==> src/rtl/cpol_pkg.sv <==
package cpol_pkg;

  typedef enum logic [1:0] {
    ST_INV = 2'b00,
    ST_SHR = 2'b01,
    ST_EXC = 2'b10,
    ST_MOD = 2'b11
  } line_st_t;

  typedef enum logic {
    CYC_FILL  = 1'b0,
    CYC_WRITE = 1'b1
  } cyc_kind_t;

endpackage

==> src/rtl/cpol_policy.sv <==
module cpol_policy
  import cpol_pkg::*;
(
  input  cyc_kind_t kind,
  input  line_st_t  cur,
  input  logic      pwt,
  input  logic      wbsel,
  output line_st_t  nxt,
  output logic      we
);

  logic wb_ok;

  always_comb begin
    wb_ok = !pwt && wbsel;
    nxt   = cur;
    we    = 1'b0;
    case (kind)
      CYC_FILL: begin
        nxt = wb_ok ? ST_EXC : ST_SHR;
        we  = 1'b1;
      end
      CYC_WRITE: begin
        if (cur == ST_SHR) begin
          nxt = wb_ok ? ST_EXC : ST_SHR;
          we  = 1'b1;
        end
      end
      default: begin
        nxt = cur;
        we  = 1'b0;
      end
    endcase
  end

endmodule

==> src/rtl/cpol_line_store.sv <==
module cpol_line_store
  import cpol_pkg::*;
#(
  parameter int NUM_LINES = 16,
  parameter int IDX_W     = $clog2(NUM_LINES)
) (
  input  logic             clk,
  input  logic             rst,
  input  logic             we,
  input  logic [IDX_W-1:0] wr_idx,
  input  line_st_t         wr_st,
  input  logic [IDX_W-1:0] rd_a_idx,
  output line_st_t         rd_a_st,
  input  logic [IDX_W-1:0] rd_b_idx,
  output line_st_t         rd_b_st
);

  line_st_t             q [NUM_LINES];
  logic [NUM_LINES-1:0] wsel;

  for (genvar g = 0; g < NUM_LINES; g++) begin : g_wdec
    assign wsel[g] = we && (wr_idx == IDX_W'(g));
  end

  always_ff @(posedge clk) begin
    if (rst) begin
      for (int i = 0; i < NUM_LINES; i++) q[i] <= ST_INV;
    end else begin
      for (int i = 0; i < NUM_LINES; i++) begin
        if (wsel[i]) q[i] <= wr_st;
      end
    end
  end

  assign rd_a_st = q[rd_a_idx];
  assign rd_b_st = q[rd_b_idx];

endmodule

==> src/rtl/cpol_result.sv <==
module cpol_result
  import cpol_pkg::*;
(
  input  logic       clk,
  input  logic       rst,
  input  logic       done,
  input  line_st_t   st_in,
  output logic       res_valid,
  output logic [1:0] res_state,
  output logic       res_wb
);

  always_ff @(posedge clk) begin
    if (rst) begin
      res_valid <= 1'b0;
      res_state <= 2'b00;
      res_wb    <= 1'b0;
    end else begin
      res_valid <= done;
      if (done) begin
        res_state <= st_in;
        res_wb    <= (st_in == ST_EXC) || (st_in == ST_MOD);
      end
    end
  end

endmodule

==> src/rtl/cpol_ctrl.sv <==
module cpol_ctrl
  import cpol_pkg::*;
#(
  parameter int NUM_LINES = 16,
  localparam int IDX_W    = $clog2(NUM_LINES)
) (
  input  logic             clk,
  input  logic             rst,
  input  logic             done_i,
  input  logic             kind_i,
  input  logic [IDX_W-1:0] idx_i,
  input  logic             pwt_i,
  input  logic             wbsel_i,
  output logic             res_valid_o,
  output logic [1:0]       res_state_o,
  output logic             res_wb_o,
  input  logic [IDX_W-1:0] lk_idx_i,
  output logic [1:0]       lk_state_o,
  output logic             lk_wb_o
);

  line_st_t cur_st;
  line_st_t nxt_st;
  line_st_t lk_st;
  logic     pol_we;

  cpol_line_store #(
    .NUM_LINES(NUM_LINES),
    .IDX_W    (IDX_W)
  ) u_store (
    .clk     (clk),
    .rst     (rst),
    .we      (done_i && pol_we),
    .wr_idx  (idx_i),
    .wr_st   (nxt_st),
    .rd_a_idx(idx_i),
    .rd_a_st (cur_st),
    .rd_b_idx(lk_idx_i),
    .rd_b_st (lk_st)
  );

  cpol_policy u_policy (
    .kind (cyc_kind_t'(kind_i)),
    .cur  (cur_st),
    .pwt  (pwt_i),
    .wbsel(wbsel_i),
    .nxt  (nxt_st),
    .we   (pol_we)
  );

  cpol_result u_result (
    .clk      (clk),
    .rst      (rst),
    .done     (done_i),
    .st_in    (nxt_st),
    .res_valid(res_valid_o),
    .res_state(res_state_o),
    .res_wb   (res_wb_o)
  );

  assign lk_state_o = lk_st;
  assign lk_wb_o    = (lk_st == ST_EXC) || (lk_st == ST_MOD);


  fill_wb_excl_chk: assert property (@(posedge clk) disable iff (rst)
    (done_i && !kind_i && !pwt_i && wbsel_i) |=> (res_state_o == 2'b10 && res_wb_o));


  fill_pwt_shared_chk: assert property (@(posedge clk) disable iff (rst)
    (done_i && !kind_i && pwt_i) |=> (res_state_o == 2'b01 && !res_wb_o));


  write_inv_hold_chk: assert property (@(posedge clk) disable iff (rst)
    (done_i && kind_i && cur_st == ST_INV) |=> (res_state_o == 2'b00 && !res_wb_o));


  write_wb_hold_chk: assert property (@(posedge clk) disable iff (rst)
    (done_i && kind_i && (cur_st == ST_EXC || cur_st == ST_MOD)) |=> (res_state_o == $past(cur_st)));


  res_strobe_chk: assert property (@(posedge clk) disable iff (rst)
    done_i |=> res_valid_o);


  res_idle_chk: assert property (@(posedge clk) disable iff (rst)
    !done_i |=> !res_valid_o);

endmodule

==> config.mk <==
export PLATFORM = sky130hd
export DESIGN_NAME = cpol_ctrl
export DESIGN_NICKNAME = d
export VERILOG_FILES = /design/src/rtl/cpol_pkg.sv /design/src/rtl/cpol_policy.sv /design/src/rtl/cpol_line_store.sv /design/src/rtl/cpol_result.sv /design/src/rtl/cpol_ctrl.sv
export SDC_FILE = /design/constraint.sdc
export NUM_CORES = 1
export LEC_CHECK = 0
export BUFFER_PORTS_ARGS = -buffer_cell sky130_fd_sc_hd__buf_2
export CAP_MARGIN = 20
export CORE_MARGIN = 2
export CORE_UTILIZATION = 50
export CTS_BUF_LIST = sky130_fd_sc_hd__clkbuf_4 sky130_fd_sc_hd__clkbuf_8 sky130_fd_sc_hd__clkbuf_16
export DETAILED_ROUTE_END_ITERATION = 7
export HOLD_SLACK_MARGIN = 0.02
export MAX_ROUTING_LAYER = met4
export PLACE_DENSITY = 0.73
export SYNTH_ARGS = -nofsm -noshare
export SYNTH_HDL_FRONTEND = slang
export SYNTH_SLANG_ARGS = --single-unit
==> constraint.sdc <==
create_clock -name clk -period 3.1 [get_ports clk]
set_clock_uncertainty 0.1 [all_clocks]
set_input_delay 0.465 -clock clk [delete_from_list [all_inputs] [get_ports clk]]
set_output_delay 0.465 -clock clk [all_outputs]
set_load 0.03 [all_outputs]
==> qor.csv, run 1 <==
metric,value,unit
Cell variety after synth,39,
leading post-synthesis cells by cell area,"edfxtp_1 45%, mux4_2 14%, mux2_2 4.8%",
maximum number of pins on one net before global-route repair,15,
overflow left after global routing,0,
Final Wtd Congestion,0.880,
routed wire length on met2,2.26,mm
critical register-to-register path endpoint,u_store.q[2][1],
Highest Signal Layer,met4,
cells after synthesis,168,
Post-layout nets,201,
share of the yosys chip area belonging to registers,49.2,%
amount of wire on met3 after detailed routing,376,um
post-layout minimum cycle time,2.75,ns
initial antenna violation count,0,
area used by sequential logic in the layout,1040,um2
number of DRC violations after detailed-routing iteration 0,135,
clock transition at the register clock pins on the worst setup and hold paths after CTS,0.07,ns
Worst setup EP type,flip-flop,
critical-path maximum fanout,13,
"EDFF count, synth",32,
kind of start point of the critical path,primary input,
endpoint required time on the critical path,2.93,ns
share of post-route cells with drive strength above 1,31.9,%
worst min-delay path category,reg -> reg,
Area Overhead vs Synth,10.6,%
cell breakdown of the critical path,buf_2 > or3b_2 > o221ai_1 > a311o_1 > nand2_1 > o21ai_0,
cell at the root of the clock tree,clkbuf_8,
run status,"complete, no violations",
port bufs,20,
Max Freq,364,MHz
post-cts hold buffer count,0,
kind of critical path,in -> reg,
dominant cell by count in the synthesized netlist,edfxtp_1,
count of cells along the worst register-to-register path,5,
Lkg Pwr,0.871,nW
"Max stage delay cell, worst path",or3b_2,
wire length of the first global-routing pass,7.77,mm
Initial DRT Pass Iterations,4,
number of global-route vias before repair,1516,
Multi-input gate area,996,um2
post-detailed-routing wire length,4.81,mm
Slew Limit Headroom,52.9,%
share of the synthesized area in the top cell type,45.4,%
Synth area leader,edfxtp_1,
final-report hold violation count,0,
final setup violation count,0,
Final Power,1.10,mW
routed length per instance,20.2,um
Critical path buffers and inverters,1,
total half-perimeter wirelength after legalization and detailed placement,3.75,mm
Vert. Die Dim,69.1,um
CORE AREA,4030,um2
clock latency on the worst-skew pair,0.28,ns
maximum level of the CTS H-tree,2,
Yosys warning count,0,
predominant post-synthesis flop cell,edfxtp_1,
share of the cycle needed by the critical path after routing,88.7,%
leading post-synthesis cells by instance count,"32 x edfxtp_1, 13 x mux4_2, 12 x nand2_1",
timing endpoint of the critical path,u_store.q[2][1],
area of the mapped netlist,2120,um2
fraction of synthesis flops using an asynchronous set or reset pin,0,%
CTS Sinks,36,
slew of the pin with the lowest slew margin,0.702,ns
routed length on met1,2.09,mm
synthesized area per cell,12.6,um2
number of gates on the worst path with buffers counted,6,
Final Max Tran Viols,0,
post-DR vias/cell,6.58,
setup total negative slack,0,ns
largest incremental delay on the critical path,0.49,ns
worst endpoint data arrival time,2.58,ns
pwr/cell area,471,nW/um2
Starting Density,52.5,%
synthesized netlist net count,182,
DRC violations left,0,
Top-Level Pins,21,
Filler Cells Inserted,326,
number of buffers created by CTS,5,
family of cells with the greatest summed delay on the critical path,compound AO/OA/AOI/OAI gates,
total number of placement rows,23,
setup repair bufs after CTS,0,
r2r setup slk,0.63,ns
Setup crit start,idx_i[3],
Yosys reg bits,36,
Resized Gates After CTS,0,
vias after detailed routing,1565,
reg2reg start,u_store.q[15][0],
peak supply drop,0.000368,V
max-cap violation count,0,
CTS tree,done,
unrepaired setup endpoints after global routing,no,
Bufs on Longest Clock Path,2,
GRT Total Usage,21.8,%
horizontal extent of the die,69.1,um
DIE AREA,4770,um2
antenna diode count,0,
Routed Antenna Nets,0,
==> worst min-delay path by stage <==
stage	slack [ns]	startpoint	to	cells past startpoint
final	0.38	u_result.res_state[0]	u_result.res_state[0]	2
after floorplan	0.49	u_result.res_state[0]	u_result.res_state[0]	2
after global placement	0.36	u_result.res_state[0]	u_result.res_state[0]	2
after detailed placement	0.37	u_result.res_state[0]	u_result.res_state[0]	2
after global routing	0.38	u_result.res_state[0]	u_result.res_state[0]	2
after CTS	0.38	u_result.res_state[0]	u_result.res_state[0]	2
==> worst min-delay path: stages, from the launching register on <==
cell,delay [ns]
dfxtp_1,0.32
nand2_1,0.06
o22ai_1,0.06
==> power breakdown <==
| part | internal (mW) | total [mW] | switching [mW] |
|---|---|---|---|
| Clock | 0.174 | 0.327 | 0.153 |
| Sequential | 0.559 | 0.576 | 0.0161 |
| Combinational | 0.0832 | 0.200 | 0.117 |
==> layout by cell type, fill, tap and decap left out, drive strengths merged, types with 3 or more instances in the layout <==
| cell | Yosys | routed |
|---|---|---|
| mux2i | 3 | 3 |
| buf | 4 | 23 |
| nor3 | 11 | 11 |
| nand2 | 12 | 12 |
| a31o | 5 | 5 |
| o21ai | 10 | 10 |
| clkbuf | 7 | 7 |
| dfxtp | 4 | 4 |
| nor2 | 9 | 9 |
| nand2b | 4 | 4 |
| inv | 5 | 5 |
| mux4 | 13 | 13 |
| mux2 | 9 | 9 |
| edfxtp | 32 | 32 |
| a21oi | 4 | 4 |
| and2 | 4 | 4 |
| and3 | 3 | 3 |
| and4 | 8 | 8 |
==> flip-flops by register name (all words and copies together), names as in the netlist <==
| name | flops |
|---|---|
| u_result.res_wb | 1 |
| u_store.q | 32 |
| u_result.res_valid | 1 |
| u_result.res_state | 2 |
==> metal layers <==
metal / GRT usage, % / up-vias
met3: 5.12 / 8
li1: - / 707
met2: 32.7 / 75
met4: 8.06 / 0
met1: 29.0 / 775
met5: - / -
==> cell families (layout without fill, tap and decap cells) <==
| group | Yosys count | after routing | synth area share [%] |
|---|---|---|---|
| and+or+nand+nor | 62 | 62 | 17.0 |
| DFF | 36 | 36 | 49.2 |
| AOI/OAI and AO/OA | 29 | 29 | 10.1 |
| buffers and inverters | 16 | 36 | 3.73 |
| muxes | 25 | 25 | 20.0 |
==> area by class of cell <==
type,count,area share [%]
repair buffers,23,5.77
clock buffers,7,3.58
inverters,5,0.802
flip-flops and latches,36,44.5
well taps,50,2.67
clock inverters,1,0.160
multi-input cells,116,42.5
==> through the flow <==
| stage | utilization (%) | instances | hold slack [ns] | setup WS [ns] | area, um2 |
|---|---|---|---|---|---|
| 3_3_place_gp | 55.9 | 230 | 0.358 | 0.312 | 2250 |
| 5_1_grt | 58.1 | 238 | 0.384 | 0.258 | 2340 |
| 3_5_place_dp | 55.9 | 230 | 0.366 | 0.129 | 2250 |
| 4_1_cts | 58.1 | 238 | 0.381 | 0.430 | 2340 |
| 2_1_floorplan | - | 168 | 0.490 | 0.504 | 2120 |
| 6_report | 58.1 | 238 | 0.383 | 0.349 | 2340 |
Note: power is estimated with default switching activity, not from simulation.
==> inputs of run 2 (changes only) <==
Settings changed: PLACE_DENSITY 0.73 to 0.71.
==> run 2 against run 1 <==
  * Clock-buffer cell count unchanged
  * Maximum frequency up 1.3%
  * Flip-flop and latch count did not move
  * Register-to-register slack lost 0.02 ns
  * Power is essentially flat
  * First-iteration DRC count decreased by 27%
  * Cell count shrank 0.42%
  * Routed wire length up 1.2%
  * Hold slack got worse by 0.0038 ns
  * Largest power group unchanged
  * Highest routed layer unchanged
==> qor.csv, run 2 (synthesis gave the netlist of run 1 again) <==
metric,value,unit,change
Highest Signal Layer,met4,,
share of the cycle needed by the critical path after routing,87.6,%,-1.1 points
Cell Count Post-Placement,229,,-0.43%
worst endpoint data arrival time,2.60,ns,+0.02 ns
post-cts hold buffer count,0,,unchanged
max-cap violation count,0,,unchanged
Placed Area,2230,um2,-0.89%
kind of start point of the critical path,primary input,,
maximum level of the CTS H-tree,2,,unchanged
peak supply drop,0.000270,V,-27%
Resized Gates After CTS,0,,unchanged
slew of the pin with the lowest slew margin,0.735,ns,+0.0334 ns
DIE AREA,4770,um2,unchanged
antenna diode count,0,,unchanged
Max Freq,368,MHz,+1.3%
post-layout minimum cycle time,2.72,ns,-0.0351 ns
horizontal extent of the die,69.1,um,unchanged
Starting Density,52.5,%,unchanged
setup repair bufs after CTS,0,,unchanged
number of global-route vias before repair,1464,,-3.4%
initial antenna violation count,0,,unchanged
CTS tree,done,,
post-DR vias/cell,6.45,,-1.9%
Lkg Pwr,0.863,nW,-1.0%
endpoint required time on the critical path,2.98,ns,+0.05 ns
r2r setup slk,0.61,ns,-0.02 ns
CORE AREA,4030,um2,unchanged
final setup violation count,0,,unchanged
final-report hold violation count,0,,unchanged
"leading cell type in the layout, fill and taps excluded",edfxtp_1,,
"top library cells by usage in the layout, fill and taps aside","32 x edfxtp_1, 20 x buf_2, 13 x mux4_2",,
routed wire length on met2,2.38,mm,+5.3%
worst min-delay path category,reg -> reg,,
Final Wtd Congestion,0.905,,+2.9%
critical register-to-register path endpoint,u_store.q[12][0],,
routed length per instance,20.5,um,+1.7%
Largest Register,u_store.q,,
Area Overhead vs Synth,9.70,%,
overflow left after global routing,0,,unchanged
Top-Level Pins,21,,unchanged
vias after detailed routing,1529,,-2.3%
share of post-route cells with drive strength above 1,31.6,%,-0.36 points
hold-critical path depth,2,,unchanged
Routed Antenna Nets,0,,unchanged
Setup crit start,idx_i[0],,
critical-path maximum fanout,20,,+7
CTS Sinks,36,,unchanged
terminating pin of the worst hold path,u_result.res_wb,,
clock transition at the register clock pins on the worst setup and hold paths after CTS,0.06,ns,about the same
port bufs,20,,unchanged
Worst setup EP type,flip-flop,,
pwr/cell area,475,nW/um2,+0.83%
wire length of the first global-routing pass,7.73,mm,-0.45%
Post-layout nets,200,,-0.50%
amount of wire on met3 after detailed routing,361,um,-4.0%
routed length on met1,2.06,mm,-1.4%
Filler Cells Inserted,327,,+0.31%
worst hold margin,0.379,ns,-0.00377 ns
Post-Layout Cell Count,237,,-0.42%
number of DRC violations after detailed-routing iteration 0,98,,-27%
setup total negative slack,0,ns,unchanged
Slew Limit Headroom,50.6,%,-2.2 points
total number of placement rows,23,,unchanged
maximum number of pins on one net before global-route repair,21,,+6
DRC violations left,0,,unchanged
Final Power,1.10,mW,about the same
reg2reg start,u_store.q[15][0],,
max FFs per register,32,,unchanged
Final Max Tran Viols,0,,unchanged
hold path start,u_result.res_wb,,
Bufs on Longest Clock Path,2,,unchanged
kind of critical path,in -> reg,,
post-detailed-routing wire length,4.87,mm,+1.2%
unrepaired setup endpoints after global routing,no,,
count of cells along the worst register-to-register path,5,,unchanged
cell at the root of the clock tree,clkbuf_8,,
number of buffers created by CTS,5,,unchanged
Initial DRT Pass Iterations,4,,unchanged
biggest regs,"u_store.q x32, u_result.res_state x2",,
run status,"complete, no violations",,
GRT Total Usage,22.0,%,+0.21 points
Vert. Die Dim,69.1,um,unchanged
clock latency on the worst-skew pair,0.29,ns,about the same
total half-perimeter wirelength after legalization and detailed placement,3.75,mm,-0.19%
total non-filler cell area in the finished layout,2320,um2,-0.86%
-- run 2: cell count changes in the layout (fill, tap and decap cells not counted), sizes merged --
cell / before / now
buf: 23 / 22
-- run 2: worst max-delay path by stage --
stage / endpoint / slack, ns / cells past startpoint
final: u_store.q[12][0] / 0.38 / 6
after global routing: u_store.q[7][0] / 0.27 / 6
after CTS: u_store.q[12][0] / 0.41 / 6
after detailed placement: u_store.q[15][0] / 0.09 / 6
after global placement: u_store.q[12][0] / 0.19 / 6
after floorplan: lk_state_o[1] / 0.50 / 3
-- run 2: power by group --
part	total, mW	switching (mW)	internal, mW
Sequential	0.575	0.0152	0.559
Combinational	0.197	0.117	0.0799
Clock	0.331	0.157	0.174
Total	1.10	0.289	0.813
-- run 2: critical path, cell delays in order --
cell and delay [ns]:
buf_2 0.36, mux4_2 0.56, and3_1 0.19, a311o_1 0.50, o311ai_2 0.29, inv_1 0.22
-- run 2: final cells by class --
class,count,area (um2),area share (%)
tap,50,62.6,2.70
timing repair buffer,22,115,4.96
sequential,36,1040,44.9
clock buffer,7,83.8,3.61
multi-input combinational,116,996,42.9
inverter,5,18.8,0.809
clock inverter,1,3.75,0.162
-- run 2: per-layer routing --
metal | track usage (%) | up-vias
li1 | - | 703
met1 | 28.1 | 749
met2 | 35.7 | 70
met3 | 4.39 | 7
met4 | 6.54 | 0
met5 | - | -
-- run 2: through the flow --
| stage | utilization [%] | worst slack, ns |
|---|---|---|
| 3_3_place_gp | 55.4 | 0.192 |
| 2_1_floorplan | - | 0.504 |
| 4_1_cts | 57.6 | 0.406 |
| 6_report | 57.6 | 0.384 |
| 3_5_place_dp | 55.4 | 0.0940 |
| 5_1_grt | 57.6 | 0.270 |
==> inputs of run 3 (changes only) <==
Settings changed: PLACE_DENSITY 0.71 to 0.69, SETUP_SLACK_MARGIN set to 0.15.
Clock period 3.1 ns to 2.48 ns, I/O delays scaled along.
==> run 3 against run 2 <==
  * Clock-buffer cell count unchanged
  * Hold slack worse by 0.083 ns
  * Routed wire length rose by 5.2%
  * Worst setup slack lost 0.25 ns
  * Sequential share of layout area fell by 3.6 points
  * Critical path type is now reg -> reg
  * Largest power group unchanged
  * Highest routed layer unchanged
==> qor.csv, run 3 (synthesis gave the netlist of run 1 again) <==
metric,value,unit,change
overflow left after global routing,0,,unchanged
Max Freq,426,MHz,
clock transition at the register clock pins on the worst setup and hold paths after CTS,0.07,ns,about the same
Largest Register,u_store.q,,
worst endpoint data arrival time,2.28,ns,-0.32 ns
Bufs on Longest Clock Path,2,,unchanged
pwr/cell area,562,nW/um2,+18%
critical-path maximum fanout,6,,-70%
share of the cycle needed by the critical path after routing,94.7,%,
post-DR vias/cell,6.57,,+1.9%
Lkg Pwr,0.957,nW,+11%
Cell Int Power,1.05,mW,+29%
post-cts hold buffer count,0,,unchanged
Area Overhead vs Synth,19.4,%,
initial antenna violation count,0,,unchanged
Top-Level Pins,21,,unchanged
CORE AREA,4030,um2,unchanged
routed length per instance,20.2,um,-1.8%
number of global-route vias before repair,1687,,+15%
Cell Count Post-Placement,244,,+6.6%
antenna diode count,0,,unchanged
maximum level of the CTS H-tree,2,,unchanged
Final Max Tran Viols,0,,unchanged
Post-layout nets,218,,+9.0%
share of the core filled with cells,62.7,%,+5.1 points
Worst setup EP type,flip-flop,,
peak supply drop,0.000259,V,-3.9%
power share of the clock group,28.2,%,-1.8 points
cell at the root of the clock tree,clkbuf_8,,
Vert. Die Dim,69.1,um,unchanged
logic gate share of total power,21.1,%,+3.3 points
DIE AREA,4770,um2,unchanged
max FFs per register,32,,unchanged
CTS tree,done,,
number of DRC violations after detailed-routing iteration 0,190,,+94%
horizontal extent of the die,69.1,um,unchanged
slew of the pin with the lowest slew margin,0.420,ns,-0.315 ns
run status,"complete, no violations",,
Slew Limit Headroom,71.8,%,+21 points
pre-CTS setup slack,-0.283,ns,-0.377 ns
Post-Layout Cell Count,254,,+7.2%
kind of start point of the critical path,flip-flop,,
Switching Power,0.367,mW,+27%
biggest regs,"u_store.q x32, u_result.res_state x2",,
Starting Density,52.5,%,unchanged
Routed Antenna Nets,0,,unchanged
"leading cell type in the layout, fill and taps excluded",edfxtp_1,,
share of post-route cells with drive strength above 1,40.7,%,+9.1 points
net switching fraction of the power,25.9,%,-0.39 points
vias after detailed routing,1669,,+9.2%
setup total negative slack,0,ns,unchanged
wire length of the first global-routing pass,8.47,mm,+9.6%
final setup violation count,0,,unchanged
"top library cells by usage in the layout, fill and taps aside","32 x edfxtp_1, 18 x buf_4, 15 x buf_2",,
r2r setup slk,0.13,ns,-0.48 ns
total half-perimeter wirelength after legalization and detailed placement,3.92,mm,+4.7%
endpoint required time on the critical path,2.41,ns,-0.57 ns
number of buffers created by CTS,5,,unchanged
Final Power,1.42,mW,+29%
Worst Slack Setup Final,0.133,ns,-0.252 ns
Final Wtd Congestion,0.898,,-0.78%
post-layout minimum cycle time,2.35,ns,
DRC violations left,0,,unchanged
total number of placement rows,23,,unchanged
count of cells along the worst register-to-register path,5,,unchanged
post-detailed-routing wire length,5.12,mm,+5.2%
port bufs,20,,unchanged
unrepaired setup endpoints after global routing,yes,,
final-report hold violation count,0,,unchanged
clock latency on the worst-skew pair,0.28,ns,about the same
Initial DRT Pass Iterations,5,,+1
maximum number of pins on one net before global-route repair,15,,-29%
worst min-delay path category,in -> reg,,
sequential share of power,50.6,%,-1.5 points
max-cap violation count,0,,unchanged
CTS Sinks,36,,unchanged
hold-critical path depth,3,,+1
kind of critical path,reg -> reg,,
GRT Total Usage,23.4,%,+1.5 points
## run 3: power by group through the flow
stage	sequential [mW]	combinational, mW	clock [mW]
2_1_floorplan	0.731	0.180	0
3_3_place_gp	0.727	0.262	0
3_5_place_dp	0.731	0.269	0
4_1_cts	0.718	0.285	0.404
5_1_grt	0.721	0.320	0.433
6_report	0.719	0.300	0.401
## run 3: layer usage
metal | routed length, um | global-route usage [%] | vias up | share of wire, %
met5 | 0 | - | - | 0
met4 | 98 | 7.84 | 0 | 1.9
met3 | 362 | 4.24 | 11 | 7.1
met2 | 2560 | 38.8 | 87 | 50
met1 | 2100 | 29.2 | 828 | 41
li1 | - | - | 743 | -
## run 3: what timing repair did
action,4_1_cts,5_1_grt
cloned,1,0
endpoints found under the setup margin,58,44
resized for setup,6,19
pin swaps,1,2
setup buffers,2,0
## run 3: critical path, cell delays in order, from the launching register on
cell      delay, ns
edfxtp_1       0.43
mux4_2         0.50
nand2b_1       0.19
a311o_2        0.41
and3_1         0.24
and4_1         0.23
## run 3: path summary, 6_finish.rpt
kind | start | end
setup / recovery | u_store.q[7][0] | u_store.q[1][1]
hold / removal | done_i | u_result.res_wb
setup reg to reg | u_store.q[7][0] | u_store.q[1][1]
hold reg to reg | u_result.res_state[0] | u_result.res_state[0]
## run 3: stage by stage
stage               area [um2]  hold WS (ns)
global placement          2360         0.358
CTS                       2480         0.298
global route              2530         0.329
finish                    2530         0.296
detailed placement        2360         0.367
floorplan                 2140         0.443
## run 3: final cells by class
cell class,instances,area [um2]
clock buffers,7,83.8
well taps,50,62.6
inverters,5,18.8
fillers,309,1500
multi-input cells,117,1040
flip-flops and latches,36,1040
repair buffers,39,282
